===== src/rtl/mseq_pkg.sv =====
package mseq_pkg;
  localparam int CW_W = 32;
  typedef struct packed {
    logic [CW_W-5:0] rsvd;
    logic            guard;
    logic            fin;
    logic            ack;
    logic            cs;
  } cw_t;
endpackage


===== src/rtl/seq_pattern_ram.sv =====
module seq_pattern_ram #(
  parameter int DEPTH = 64,
  parameter int W     = 32,
  localparam int AW   = $clog2(DEPTH)
) (
  input  logic          clk_i,
  input  logic          we_i,
  input  logic [AW-1:0] waddr_i,
  input  logic [W-1:0]  wdata_i,
  input  logic [AW-1:0] raddr_i,
  output logic [W-1:0]  rdata_o
);
  logic [W-1:0] mem [DEPTH];

  always_ff @(posedge clk_i) begin
    if (we_i) mem[waddr_i] <= wdata_i;
  end

  assign rdata_o = mem[raddr_i];
endmodule


===== src/rtl/seq_engine.sv =====
module seq_engine import mseq_pkg::*; #(
  parameter int AW = 6,
  parameter int BW = 2
) (
  input  logic          clk_i,
  input  logic          rst_ni,
  input  logic          start_i,
  input  logic [AW-1:0] start_ptr_i,
  input  logic [BW-1:0] bank_i,
  input  logic          write_i,
  input  cw_t           word_i,
  output logic [AW-1:0] ptr_o,
  output logic          busy_o,
  output logic [BW-1:0] bank_o,
  output logic          write_o,
  output logic          cs_o,
  output logic          ta_o,
  output logic          last_o,
  output logic          ten_o
);
  logic          busy_q, wr_q;
  logic [AW-1:0] ptr_q;
  logic [BW-1:0] bank_q;
  logic          unused_rsvd;

  always_ff @(posedge clk_i or negedge rst_ni) begin
    if (!rst_ni) begin
      busy_q <= 1'b0;
      ptr_q  <= '0;
      bank_q <= '0;
      wr_q   <= 1'b0;
    end else if (busy_q) begin
      if (word_i.fin) busy_q <= 1'b0;
      else            ptr_q  <= ptr_q + 1'b1;  // wraps at depth
    end else if (start_i) begin
      busy_q <= 1'b1;
      ptr_q  <= start_ptr_i;
      bank_q <= bank_i;
      wr_q   <= write_i;
    end
  end

  assign unused_rsvd = ^word_i.rsvd;
  assign ptr_o   = ptr_q;
  assign busy_o  = busy_q;
  assign bank_o  = bank_q;
  assign write_o = wr_q;
  assign cs_o    = busy_q & word_i.cs;
  assign last_o  = busy_q & word_i.fin;
  // guard bit only counts in a final word
  assign ten_o   = busy_q & word_i.fin & word_i.guard;
  // writes acknowledge only in the final word
  assign ta_o    = busy_q & word_i.ack & (~wr_q | word_i.fin);
endmodule


===== src/rtl/bank_guard.sv =====
module bank_guard #(
  parameter int GW = 8
) (
  input  logic          clk_i,
  input  logic          rst_ni,
  input  logic          load_i,
  input  logic [GW-1:0] gap_i,
  input  logic          lvl_i,
  output logic          busy_o,
  output logic          hold_o
);
  logic [GW-1:0] cnt_q;
  logic          lvl_q;

  always_ff @(posedge clk_i or negedge rst_ni) begin
    if (!rst_ni) begin
      cnt_q <= '0;
      lvl_q <= 1'b0;
    end else if (load_i) begin
      cnt_q <= gap_i;
      lvl_q <= lvl_i;
    end else if (cnt_q != '0) begin
      cnt_q <= cnt_q - 1'b1;
    end
  end

  assign busy_o = (cnt_q != '0);
  assign hold_o = busy_o & lvl_q;
endmodule


===== src/rtl/mem_seq_top.sv =====
module mem_seq_top import mseq_pkg::*; #(
  parameter int NB    = 4,
  parameter int NE    = 2,
  parameter int DEPTH = 64,
  parameter int GW    = 8,
  localparam int BW   = (NB > 1) ? $clog2(NB) : 1,
  localparam int EW   = (NE > 1) ? $clog2(NE) : 1,
  localparam int AW   = $clog2(DEPTH)
) (
  input  logic             clk_i,
  input  logic             rst_ni,
  input  logic             req_valid_i,
  input  logic [BW-1:0]    req_bank_i,
  input  logic             req_write_i,
  output logic             req_ready_o,
  input  logic             ld_en_i,
  input  logic [EW-1:0]    ld_eng_i,
  input  logic [AW-1:0]    ld_addr_i,
  input  logic [CW_W-1:0]  ld_data_i,
  input  logic [NB*EW-1:0] bank_eng_i,
  input  logic [NB*GW-1:0] bank_gap_i,
  input  logic [NE*AW-1:0] rd_start_i,
  input  logic [NE*AW-1:0] wr_start_i,
  output logic [NB-1:0]    cs_n_o,
  output logic [NE-1:0]    ta_o
);
  logic [EW-1:0] req_eng;
  logic          accept;
  logic [NE-1:0] eng_busy, eng_start, eng_cs, eng_last, eng_ten, eng_write, req_eng_oh;
  logic [BW-1:0] eng_bank [NE];
  logic [NB-1:0] guard_ld, guard_busy, guard_hold, bank_act;

  assign req_eng     = bank_eng_i[int'(req_bank_i)*EW +: EW];
  assign req_ready_o = ~eng_busy[req_eng] & ~guard_busy[req_bank_i];
  assign accept      = req_valid_i & req_ready_o;

  for (genvar e = 0; e < NE; e++) begin : g_eng
    logic [CW_W-1:0] rd_word;
    logic [AW-1:0]   ptr;
    logic [AW-1:0]   sptr;

    assign req_eng_oh[e] = (req_eng == EW'(e));
    assign eng_start[e]  = accept & req_eng_oh[e];
    assign sptr = req_write_i ? wr_start_i[e*AW +: AW] : rd_start_i[e*AW +: AW];

    seq_pattern_ram #(.DEPTH(DEPTH), .W(CW_W)) u_ram (
      .clk_i   (clk_i),
      .we_i    (ld_en_i && (ld_eng_i == EW'(e))),
      .waddr_i (ld_addr_i),
      .wdata_i (ld_data_i),
      .raddr_i (ptr),
      .rdata_o (rd_word)
    );

    seq_engine #(.AW(AW), .BW(BW)) u_eng (
      .clk_i       (clk_i),
      .rst_ni      (rst_ni),
      .start_i     (eng_start[e]),
      .start_ptr_i (sptr),
      .bank_i      (req_bank_i),
      .write_i     (req_write_i),
      .word_i      (cw_t'(rd_word)),
      .ptr_o       (ptr),
      .busy_o      (eng_busy[e]),
      .bank_o      (eng_bank[e]),
      .write_o     (eng_write[e]),
      .cs_o        (eng_cs[e]),
      .ta_o        (ta_o[e]),
      .last_o      (eng_last[e]),
      .ten_o       (eng_ten[e])
    );
  end

  for (genvar b = 0; b < NB; b++) begin : g_bank
    logic          act, on, ld, lvl;
    logic [GW-1:0] gap;

    always_comb begin
      act = 1'b0;
      on  = 1'b0;
      ld  = 1'b0;
      lvl = 1'b0;
      for (int e = 0; e < NE; e++) begin
        if (eng_bank[e] == BW'(b)) begin
          act = act | eng_busy[e];
          on  = on  | eng_cs[e];
          ld  = ld  | eng_ten[e];
          lvl = lvl | (eng_ten[e] & eng_cs[e]);
        end
      end
    end

    assign gap         = bank_gap_i[b*GW +: GW];
    assign guard_ld[b] = ld & (gap != '0);
    assign bank_act[b] = act;

    bank_guard #(.GW(GW)) u_grd (
      .clk_i  (clk_i),
      .rst_ni (rst_ni),
      .load_i (guard_ld[b]),
      .gap_i  (gap),
      .lvl_i  (lvl),
      .busy_o (guard_busy[b]),
      .hold_o (guard_hold[b])
    );

    assign cs_n_o[b] = ~(on | guard_hold[b]);
  end
endmodule


===== config.mk =====
export PLATFORM = sky130hd
export DESIGN_NAME = mem_seq_top
export DESIGN_NICKNAME = d
export VERILOG_FILES = /design/src/rtl/mseq_pkg.sv /design/src/rtl/seq_pattern_ram.sv /design/src/rtl/seq_engine.sv /design/src/rtl/bank_guard.sv /design/src/rtl/mem_seq_top.sv
export SDC_FILE = /design/constraint.sdc
export NUM_CORES = 1
export LEC_CHECK = 0
export BUFFER_PORTS_ARGS = -buffer_cell sky130_fd_sc_hd__buf_2
export CORE_MARGIN = 2
export CORE_UTILIZATION = 55
export DETAILED_ROUTE_END_ITERATION = 16
export GPL_TIMING_DRIVEN = 0
export PLACE_DENSITY_LB_ADDON = 0.08
export SYNTH_ARGS = -nofsm -noshare
export SYNTH_HDL_FRONTEND = slang
export SYNTH_SLANG_ARGS = --single-unit

===== constraint.sdc =====
create_clock -name clk_i -period 3.9 [get_ports clk_i]
set_input_delay 0.78 -clock clk_i [delete_from_list [all_inputs] [get_ports clk_i]]
set_output_delay 0.78 -clock clk_i [all_outputs]
set_load 0.02 [all_outputs]

==> results of run 1 <==
## timing repair
action / in CTS / in global routing
endpoints found under the setup margin: 26 / 8
pin swaps: 7 / 4
resized for setup: 109 / 7
buffers inserted: 29 / 4
hold buffers: 0 / 0
cloned: 3 / 0
## worst max path at each step
stage,to,slack [ps],start,depth (start not counted)
floorplan,cs_n_o[0],70,g_eng[0].u_eng.ptr_o[1],9
global placement,cs_n_o[0],-1420,g_eng[0].u_eng.ptr_o[1],12
detailed placement,cs_n_o[0],-1420,g_eng[0].u_eng.ptr_o[1],12
CTS,cs_n_o[0],-700,g_eng[0].u_eng.ptr_o[0],10
global route,cs_n_o[0],-840,g_eng[0].u_eng.ptr_o[0],10
finish,cs_n_o[3],-740,g_eng[0].u_eng.ptr_o[1],13
## stage by stage
stage / total power, mW / util, % / hold WS [ps] / std cells / setup TNS (ps)
2_1_floorplan: 10.75 / - / 479.3 / 1440 / 0
3_3_place_gp: 12.43 / 58.60 / 492.8 / 2102 / -10630
3_5_place_dp: 12.50 / 58.86 / 499.0 / 2106 / -11180
4_1_cts: 18.33 / 64.48 / 381.1 / 2233 / -3613
5_1_grt: 18.96 / 64.58 / 298.8 / 2234 / -4341
6_report: 18.37 / 64.58 / 231.4 / 2234 / -3820
## layer usage
metal / vias to the layer above / global-route usage (%)
met1: 7281 / 42.19
met3: 95 / 5.311
met4: 0 / 7.040
met2: 772 / 40.92
li1: 6014 / -
met5: - / 0
## synthesized netlist by cell type, drive strengths merged, types with 6 or more instances
cell type  number  share of area (%)
a22oi           9               0.28
and3           13               0.34
a31oi           8               0.21
nand3          28               0.60
nor2b          14               0.36
nand2b         12               0.31
nand2          81                1.3
o22ai           6               0.15
nor4           11               0.28
edfxtp        512                 63
clkbuf         34               0.53
nor3           10               0.21
a21oi          24               0.51
xnor2          13               0.47
mux4          121                 11
nand3b          8               0.25
buf            44                1.4
nor2          161                2.5
inv            37               0.57
dfrtp          56                5.8
o21ai          21               0.43
and2            6               0.17
xor2            8               0.29
mux2i          41                1.7
ha             10               0.52
mux2           61                2.8
## layout make-up
cell class              count  share of cell area, %
inverters                  38                 0.5105
repair buffers            117                  3.291
multi-input cells         756                  24.94
well taps                 585                  2.620
clock inverters            31                 0.7792
clock buffers              66                  5.226
plain buffers              73                  2.588
flip-flops and latches    568                  60.05
## state kept, by name, summed over array words and instances, names as in the netlist
signal and count:
g_bank.u_grd.cnt_q 32, g_bank.u_grd.lvl_q 4, g_eng.u_eng.bank_o 4, g_eng.u_eng.busy_o 2
g_eng.u_eng.ptr_o 12, g_eng.u_eng.write_o 2, g_eng.u_ram.mem 512
## layout by cell type, fill, tap and decap left out, drive strengths merged, types with 24 or more instances in the layout
cell	n
nand3	28
buf	157
nand2	81
inv	37
clkinv	27
edfxtp	512
nor2	161
clkbuf	99
mux2i	41
dfrtp	56
mux2	61
a21oi	24
mux4	121
## logic make-up (layout without fill, tap and decap cells)
kind of cell	Yosys count	in the layout	share of synthesized area [%]
simple gates	371	371	7.165
mux	223	223	15.88
flops	568	568	69.22
xor+xnor	21	21	0.7589
buf+inv	116	325	2.473
fa+ha+maj	10	10	0.5162
compound gates	131	131	3.991
## power by group through the flow
stage	logic, mW	clock network [mW]	registers, mW
floorplan	3.53	0	7.22
global placement	5.12	0	7.31
detailed placement	5.20	0	7.30
CTS	6.03	5.11	7.20
global route	6.36	5.36	7.25
finish	6.09	5.07	7.22
==> flow_metrics.py, run 1 <==
metrics = {
    "run_status": {
        "status": "finished, violations left",
        "violations": "setup timing",
    },
    "worst_setup_path": {
        "r2r_cells": 10,
        "required_ps": 3120,
        "critPathKind": "register to primary output",
        "max_stage_delay_ps": 510,
        "arrival_ps": 3860,
        "r2r_start": "g_eng[0].u_eng.ptr_o[2]",
        "timing.rr.end": "g_bank[0].u_grd.cnt_q[0]",
        "cp_cell_sequence": "buf_8, buf_8, buf_8, clkbuf_16, mux4_2, mux4_2, o211ai_1, nand3_2, buf_4, buf_6, buf_6, a21oi_4, buf_6",
        "crit_buf_inv": 8,
        "worst-path-max-fanout": 10,
        "endpoint_kind": "primary output",
        "worstSetupStartpointType": "register",
        "slowest_stage": "mux4_2",
        "reg2reg_slack_ps": 90,
        "cpLargestDelayFamily": "buffers and inverters",
    },
    "finish": {
        "seq_area_um2": 16780,
        "nNetsFinal": 1726,
        "design_area_um2": 27940,
        "layout-drive-gt1-share_pct": 25.89,
        "multiInputGateArea_um2": 6968,
        "diodes": 0,
        "area_growth_pct": 15.28,
        "fillers": 3006,
    },
    "routing": {
        "drc": 0,
        "routedWlPerCell_um": 27.69,
        "dr.max_layer_used": "met4",
        "drt_iter0_drc": 1938,
        "drt-met1-wl_um": 26360,
        "vias_per_cell": 6.339,
        "drtAntennaViolNets": 0,
        "wl_met3_um": 6181,
        "vias": 14160,
        "first_pass_iters": 8,
        "routed_wirelength_um": 61850,
        "route.met2.wl_um": 27940,
    },
    "floorplanning": {
        "die_w_um": 213.9,
        "rows": 76,
        "core_region_area_um2": 43270,
        "ios": 113,
        "dieArea_um2": 45760,
        "start_util_pct": 56.02,
        "die_height_um": 213.9,
    },
    "sta": {
        "relSlewSlack_pct": 37.31,
        "drv_slew": 0,
        "fin_crit_sh_pct": 119.0,
        "rsz0062_at_grt": "yes",
        "setup_viol": 6,
        "skew_ps": 16.56,
        "worst_pin_slew_ps": 940.3,
        "fmax_ghz": 0.2155,
        "min_period_ps": 4640,
        "setup_ws_ps": -740.1,
        "finalHoldViolCount": 0,
    },
    "power": {
        "pwr-share-seq_pct": 39.3,
        "p_switching_mw": 5.741,
        "powerDensity_nw_per_um2": 657.5,
        "switching_share_pct": 31.25,
        "p_comb_share_pct": 33.1,
        "p_int_mw": 12.63,
        "p_clk_share_pct": 27.6,
        "p_leak_nw": 9.427,
        "vdd_drop_max_mv": 0.4585,
    },
    "yosys": {
        "synth_edf_count": 512,
        "synth_seq_area_share_pct": 69.22,
        "synth_flop_cell": "edfxtp_1",
        "yosys_register_bits": 568,
        "syn_area_um2": 24240,
        "synth_warnings": 0,
        "synthCells": 1440,
        "syn_area_per_cell_um2": 16.83,
        "async_flop_share_pct": 9.859,
        "syn_nets": 1556,
        "synth.distinct_cells": 77,
    },
    "global_routing": {
        "grt_max_degree": 100,
        "antenna_found_initial": 0,
        "grt_pass1_wl_um": 92410,
        "globalRouteTotalUtil_pct": 27.48,
        "grt_overflow": 0,
        "grt_pass1_vias": 14190,
    },
    "clock_network": {
        "numCtsBuffers": 56,
        "clk_pin_slew_ps": 60,
        "clock-sinks": 568,
        "insertion_delay_ps": 610,
        "clk_path_buf_depth": 3,
        "cts_tree": "yes",
        "root_buffer": "clkbuf_16",
        "cts_htree_levels": 2,
    },
    "flow_run": {
        "max-cap-violations": 0,
    },
    "placed_design": {
        "place_ws_ps": -1416,
        "place_area_um2": 25470,
        "port_buffers": 77,
        "hpwlAfterDp_um": 40300,
        "place_congestion": 0.9093,
    },
    "hold_path": {
        "hold_path_class": "primary input to async pin",
    },
}
Note: power is estimated with default switching activity, not from simulation.
==> run 2: changes to the inputs <==
CORE_UTILIZATION = 60   (was 55)
clock period = 4.88 ns   (was 3.9 ns; I/O delays follow)
==> flow_metrics.py, run 2 (same netlist as run 1, synthesis figures left out) <==
metrics = {
    "worst_setup_path": {
        "endpoint_kind": "primary output",
        "r2r_start": "g_eng[0].u_eng.ptr_o[3]",
        "r2r_cells": 9,
        "reg2reg_slack_ps": 680,
        "arrival_ps": 3830,
        "required_ps": 3900,
        "worstSetupStartpointType": "register",
        "timing.rr.end": "g_bank[2].u_grd.cnt_q[5]",
        "critPathKind": "register to primary output",
        "worst-path-max-fanout": 9,
    },
    "floorplanning": {
        "die_height_um": 205.0,
        "core_region_area_um2": 39820,
        "die_w_um": 205.0,
        "rows": 73,
        "dieArea_um2": 42020,
        "ios": 113,
        "start_util_pct": 60.86,
    },
    "finish": {
        "fillers": 2598,
        "regMostFlops": "g_eng.u_ram.mem",
        "layout_common_cells": "512 x edfxtp_1, 161 x nor2_1, 115 x mux4_2",
        "diodes": 0,
        "area_growth_pct": 13.98,
        "layout-drive-gt1-share_pct": 25.17,
        "nNetsFinal": 1706,
        "largest_register_ffs": 512,
        "final_common_cell": "edfxtp_1",
    },
    "clock_network": {
        "cts_htree_levels": 2,
        "root_buffer": "clkbuf_16",
        "numCtsBuffers": 55,
        "insertion_delay_ps": 620,
        "cts_tree": "yes",
        "clk_pin_slew_ps": 60,
        "clk_path_buf_depth": 3,
        "clock-sinks": 568,
    },
    "global_routing": {
        "grt_overflow": 0,
        "grt_pass1_vias": 13930,
        "antenna_found_initial": 0,
        "grt_pass1_wl_um": 88710,
        "grt_max_degree": 93,
        "globalRouteTotalUtil_pct": 29.57,
    },
    "power": {
        "p_clk_share_pct": 30.0,
        "p_leak_nw": 9.329,
        "p_switching_mw": 4.457,
        "vdd_drop_max_mv": 0.3930,
        "p_int_mw": 10.15,
        "finalPower_mw": 14.61,
        "pwr-share-seq_pct": 39.4,
        "switching_share_pct": 30.51,
        "p_comb_share_pct": 30.6,
        "powerDensity_nw_per_um2": 528.7,
    },
    "routing": {
        "drc": 0,
        "first_pass_iters": 6,
        "drt_iter0_drc": 1806,
        "routed_wirelength_um": 60580,
        "routedWlPerCell_um": 28.02,
        "vias_per_cell": 6.566,
        "drtAntennaViolNets": 0,
        "vias": 14200,
    },
    "placed_design": {
        "port_buffers": 77,
        "hpwlAfterDp_um": 39700,
        "place_congestion": 0.8920,
    },
    "sta": {
        "fin_crit_sh_pct": 98.53,
        "setup_viol": 0,
        "min_period_ps": 4808,
        "relSlewSlack_pct": 25.60,
        "worst_pin_slew_ps": 1113,
        "drv_slew": 0,
        "rsz0062_at_grt": "no",
        "fmax_ghz": 0.2080,
        "finalHoldViolCount": 0,
        "finalSetupTns_ps": 0,
        "skew_ps": 22.77,
    },
    "flow_run": {
        "max-cap-violations": 0,
    },
    "hold_path": {
        "hold_path_class": "primary input to async pin",
    },
    "run_status": {
        "status": "finished clean",
    },
}
run 2: metal layers:
layer | vias to the layer above | global-route usage, % | part of all wire, %
met4 | 0 | 9.327 | 2.6
met2 | 824 | 44.56 | 46
met5 | - | 0 | 0
met3 | 111 | 6.507 | 11
li1 | 5983 | - | -
met1 | 7278 | 43.76 | 40
run 2: timing repair:
item | 4_1_cts | 5_1_grt
setup buffers | 9 | 7
hold buffers | 0 | 0
endpoints found under the setup margin | 6 | 6
gates cloned | 1 | 1
gates resized for setup | 50 | 8
pin swaps | 1 | 5
run 2: worst max-delay path by stage:
| stage | cells past startpoint | endpoint | from |
|---|---|---|---|
| after floorplan | 9 | cs_n_o[0] | g_eng[0].u_eng.ptr_o[1] |
| after global placement | 12 | ta_o[0] | g_eng[0].u_eng.ptr_o[1] |
| after detailed placement | 12 | ta_o[0] | g_eng[0].u_eng.ptr_o[1] |
| after CTS | 11 | ta_o[0] | g_eng[0].u_eng.ptr_o[1] |
| after global routing | 9 | cs_n_o[2] | g_eng[0].u_eng.ptr_o[1] |
| final | 11 | ta_o[1] | g_eng[1].u_eng.ptr_o[0] |
run 2: area by class of cell:
cell class | count | area (um^2) | area share [%]
buffer | 72 | 578.1 | 2.092
clock buffer | 71 | 1478 | 5.349
clock inverter | 33 | 384.1 | 1.390
inverter | 38 | 142.6 | 0.5163
multi-input combinational | 756 | 6912 | 25.02
sequential | 568 | 16780 | 60.73
tap | 525 | 656.9 | 2.378
timing repair buffer | 99 | 698.2 | 2.527
run 2: stage by stage:
step           hold slack [ps]  cells  utilization [%]  cell area [um^2]  setup slack [ps]
4_1_cts                  518.4   2154            69.05             27500             3.945
3_3_place_gp             491.7   2042            63.48             25280            -467.8
2_1_floorplan            479.3   1440                -             24240             857.3
6_report                 440.4   2162            69.37             27630             71.65
3_5_place_dp             503.1   2046            63.78             25400            -503.7
5_1_grt                  491.1   2162            69.37             27630             6.679
run 2: power by group through the flow:
| stage | Clock [mW] | Combinational, mW | Sequential [mW] |
|---|---|---|---|
| after floorplan | 0 | 2.82 | 5.77 |
| after global placement | 0 | 4.05 | 5.84 |
| after detailed placement | 0 | 4.12 | 5.84 |
| after CTS | 4.42 | 4.33 | 5.75 |
| after global routing | 4.59 | 4.70 | 5.78 |
| final | 4.38 | 4.47 | 5.76 |
run 2: worst max-delay path: stages (launching register included):
cell,delay (ps)
dfrtp_1,420
buf_12,150
buf_12,140
buf_12,130
buf_16,130
bufbuf_16,260
mux4_2,470
mux4_2,520
mux4_2,510
and3_4,200
buf_4,120
buf_2,150
==> run 3: changes to the inputs <==
CTS_BUF_LIST = sky130_fd_sc_hd__clkbuf_4   (was default)
==> flow_metrics.py, run 3 (same netlist as run 1, synthesis figures left out) <==
metrics = {
    "run_status": {
        "status": "finished clean",
    },
    "global_routing": {
        "grt_overflow": 0,
        "grt_pass1_vias": 14660,
        "grt_max_degree": 93,
        "globalRouteTotalUtil_pct": 30.26,
        "antenna_found_initial": 1,
        "grt_pass1_wl_um": 90600,
    },
    "routing": {
        "drtAntennaViolNets": 0,
        "drc": 0,
        "vias_per_cell": 6.389,
        "routedWlPerCell_um": 26.66,
        "vias": 14790,
        "routed_wirelength_um": 61730,
        "drt_iter0_drc": 1831,
        "first_pass_iters": 7,
    },
    "finish": {
        "design_area_um2": 27860,
        "fillers": 2655,
        "final_common_cell": "edfxtp_1",
        "layout-drive-gt1-share_pct": 32.14,
        "largest_register_ffs": 512,
        "area_growth_pct": 14.94,
        "multiInputGateArea_um2": 6942,
        "regMostFlops": "g_eng.u_ram.mem",
        "final_cells": 2315,
        "nNetsFinal": 1813,
        "seq_area_um2": 16780,
        "layout_common_cells": "512 x edfxtp_1, 210 x clkbuf_4, 159 x nor2_1",
    },
    "worst_setup_path": {
        "r2r_cells": 11,
        "endpoint_kind": "primary output",
        "worstSetupStartpointType": "register",
        "worst-path-max-fanout": 5,
        "critPathKind": "register to primary output",
        "required_ps": 3900,
        "timing.rr.end": "g_bank[2].u_grd.cnt_q[5]",
        "arrival_ps": 3900,
        "r2r_start": "g_eng[0].u_eng.ptr_o[0]",
        "reg2reg_slack_ps": 460,
    },
    "sta": {
        "skew_ps": 49.05,
        "min_period_ps": 4875,
        "fmax_ghz": 0.2051,
        "setup_ws_ps": 5.421,
        "drv_slew": 0,
        "rsz0062_at_grt": "yes",
        "relSlewSlack_pct": 24.64,
        "finalHoldViolCount": 0,
        "setup_viol": 0,
        "fin_crit_sh_pct": 99.89,
        "worst_pin_slew_ps": 1127,
    },
    "floorplanning": {
        "ios": 113,
        "die_w_um": 205.0,
        "start_util_pct": 60.86,
        "rows": 73,
        "dieArea_um2": 42020,
        "die_height_um": 205.0,
        "core_region_area_um2": 39820,
    },
    "power": {
        "vdd_drop_max_mv": 0.2273,
        "powerDensity_nw_per_um2": 518.5,
        "p_leak_nw": 9.622,
    },
    "placed_design": {
        "port_buffers": 77,
        "dp_cells": 2046,
        "place_congestion": 0.8920,
        "place_ws_ps": -503.7,
        "place_area_um2": 25400,
        "hpwlAfterDp_um": 39700,
    },
    "clock_network": {
        "numCtsBuffers": 144,
        "holdBufCountCts": 0,
        "root_buffer": "clkbuf_4",
        "clk_path_buf_depth": 3,
        "insertion_delay_ps": 850,
        "clk_pin_slew_ps": 60,
        "clock-sinks": 568,
        "cts_tree": "yes",
        "cts_htree_levels": 4,
    },
    "hold_path": {
        "hold_path_class": "primary input to async pin",
    },
    "flow_run": {
        "max-cap-violations": 0,
    },
}
[run 3: layout make-up]
cell class | count | share of cell area, %
flip-flops and latches | 568 | 60.22
multi-input cells | 756 | 24.92
clock buffers | 208 | 5.605
repair buffers | 120 | 3.413
well taps | 525 | 2.358
plain buffers | 69 | 2.228
clock inverters | 30 | 0.7321
inverters | 38 | 0.5120
diodes | 1 | 0.008983
[run 3: repair_timing]
action                                  CTS  global route
cloned                                    2             1
pin swaps                                 5             4
endpoints found under the setup margin    6             6
gates resized for setup                  80            14
buffers inserted                         27            10
[run 3: through the flow]
step           TNS [ps]  power, mW  hold WS, ps  util (%)
2_1_floorplan         0      8.593        479.3         -
3_3_place_gp      -2263      9.899        491.7     63.48
3_5_place_dp      -2154      9.956        503.1     63.78
4_1_cts          -46.23      14.34        323.2     69.66
5_1_grt          -481.2      14.98        223.6     69.95
6_report              0      14.44        209.8     69.95
[run 3: where the power goes]
group          switching (mW)  internal (mW)
logic                    2.49           2.27
clock network            1.83           2.10
registers               0.233           5.52
total                    4.55           9.89
[run 3: worst max-delay path by stage]
stage	from	end	slack [ps]	cells past startpoint
floorplan	g_eng[0].u_eng.ptr_o[1]	cs_n_o[0]	860	9
global placement	g_eng[0].u_eng.ptr_o[1]	ta_o[0]	-470	12
detailed placement	g_eng[0].u_eng.ptr_o[1]	ta_o[0]	-500	12
CTS	g_eng[1].u_eng.ptr_o[0]	ta_o[1]	-50	11
global route	g_eng[1].u_eng.ptr_o[0]	cs_n_o[2]	-150	11
finish	g_eng[1].u_eng.ptr_o[0]	cs_n_o[1]	5	12
[run 3: critical path: stages, from the launching register on]
cell	delay, ps
dfrtp_1	420
buf_12	160
buf_8	110
buf_16	140
buf_12	120
mux4_2	530
mux4_2	480
nand2b_4	170
a32oi_4	290
nand2b_4	220
nor2_2	40
a221oi_2	210
buf_4	190
[run 3: per-layer routing]
metal	share of wire [%]	global-route usage, %
met5	0	0
met3	12	8.177
met2	46	45.52
met4	1.8	8.787
met1	40	44.10
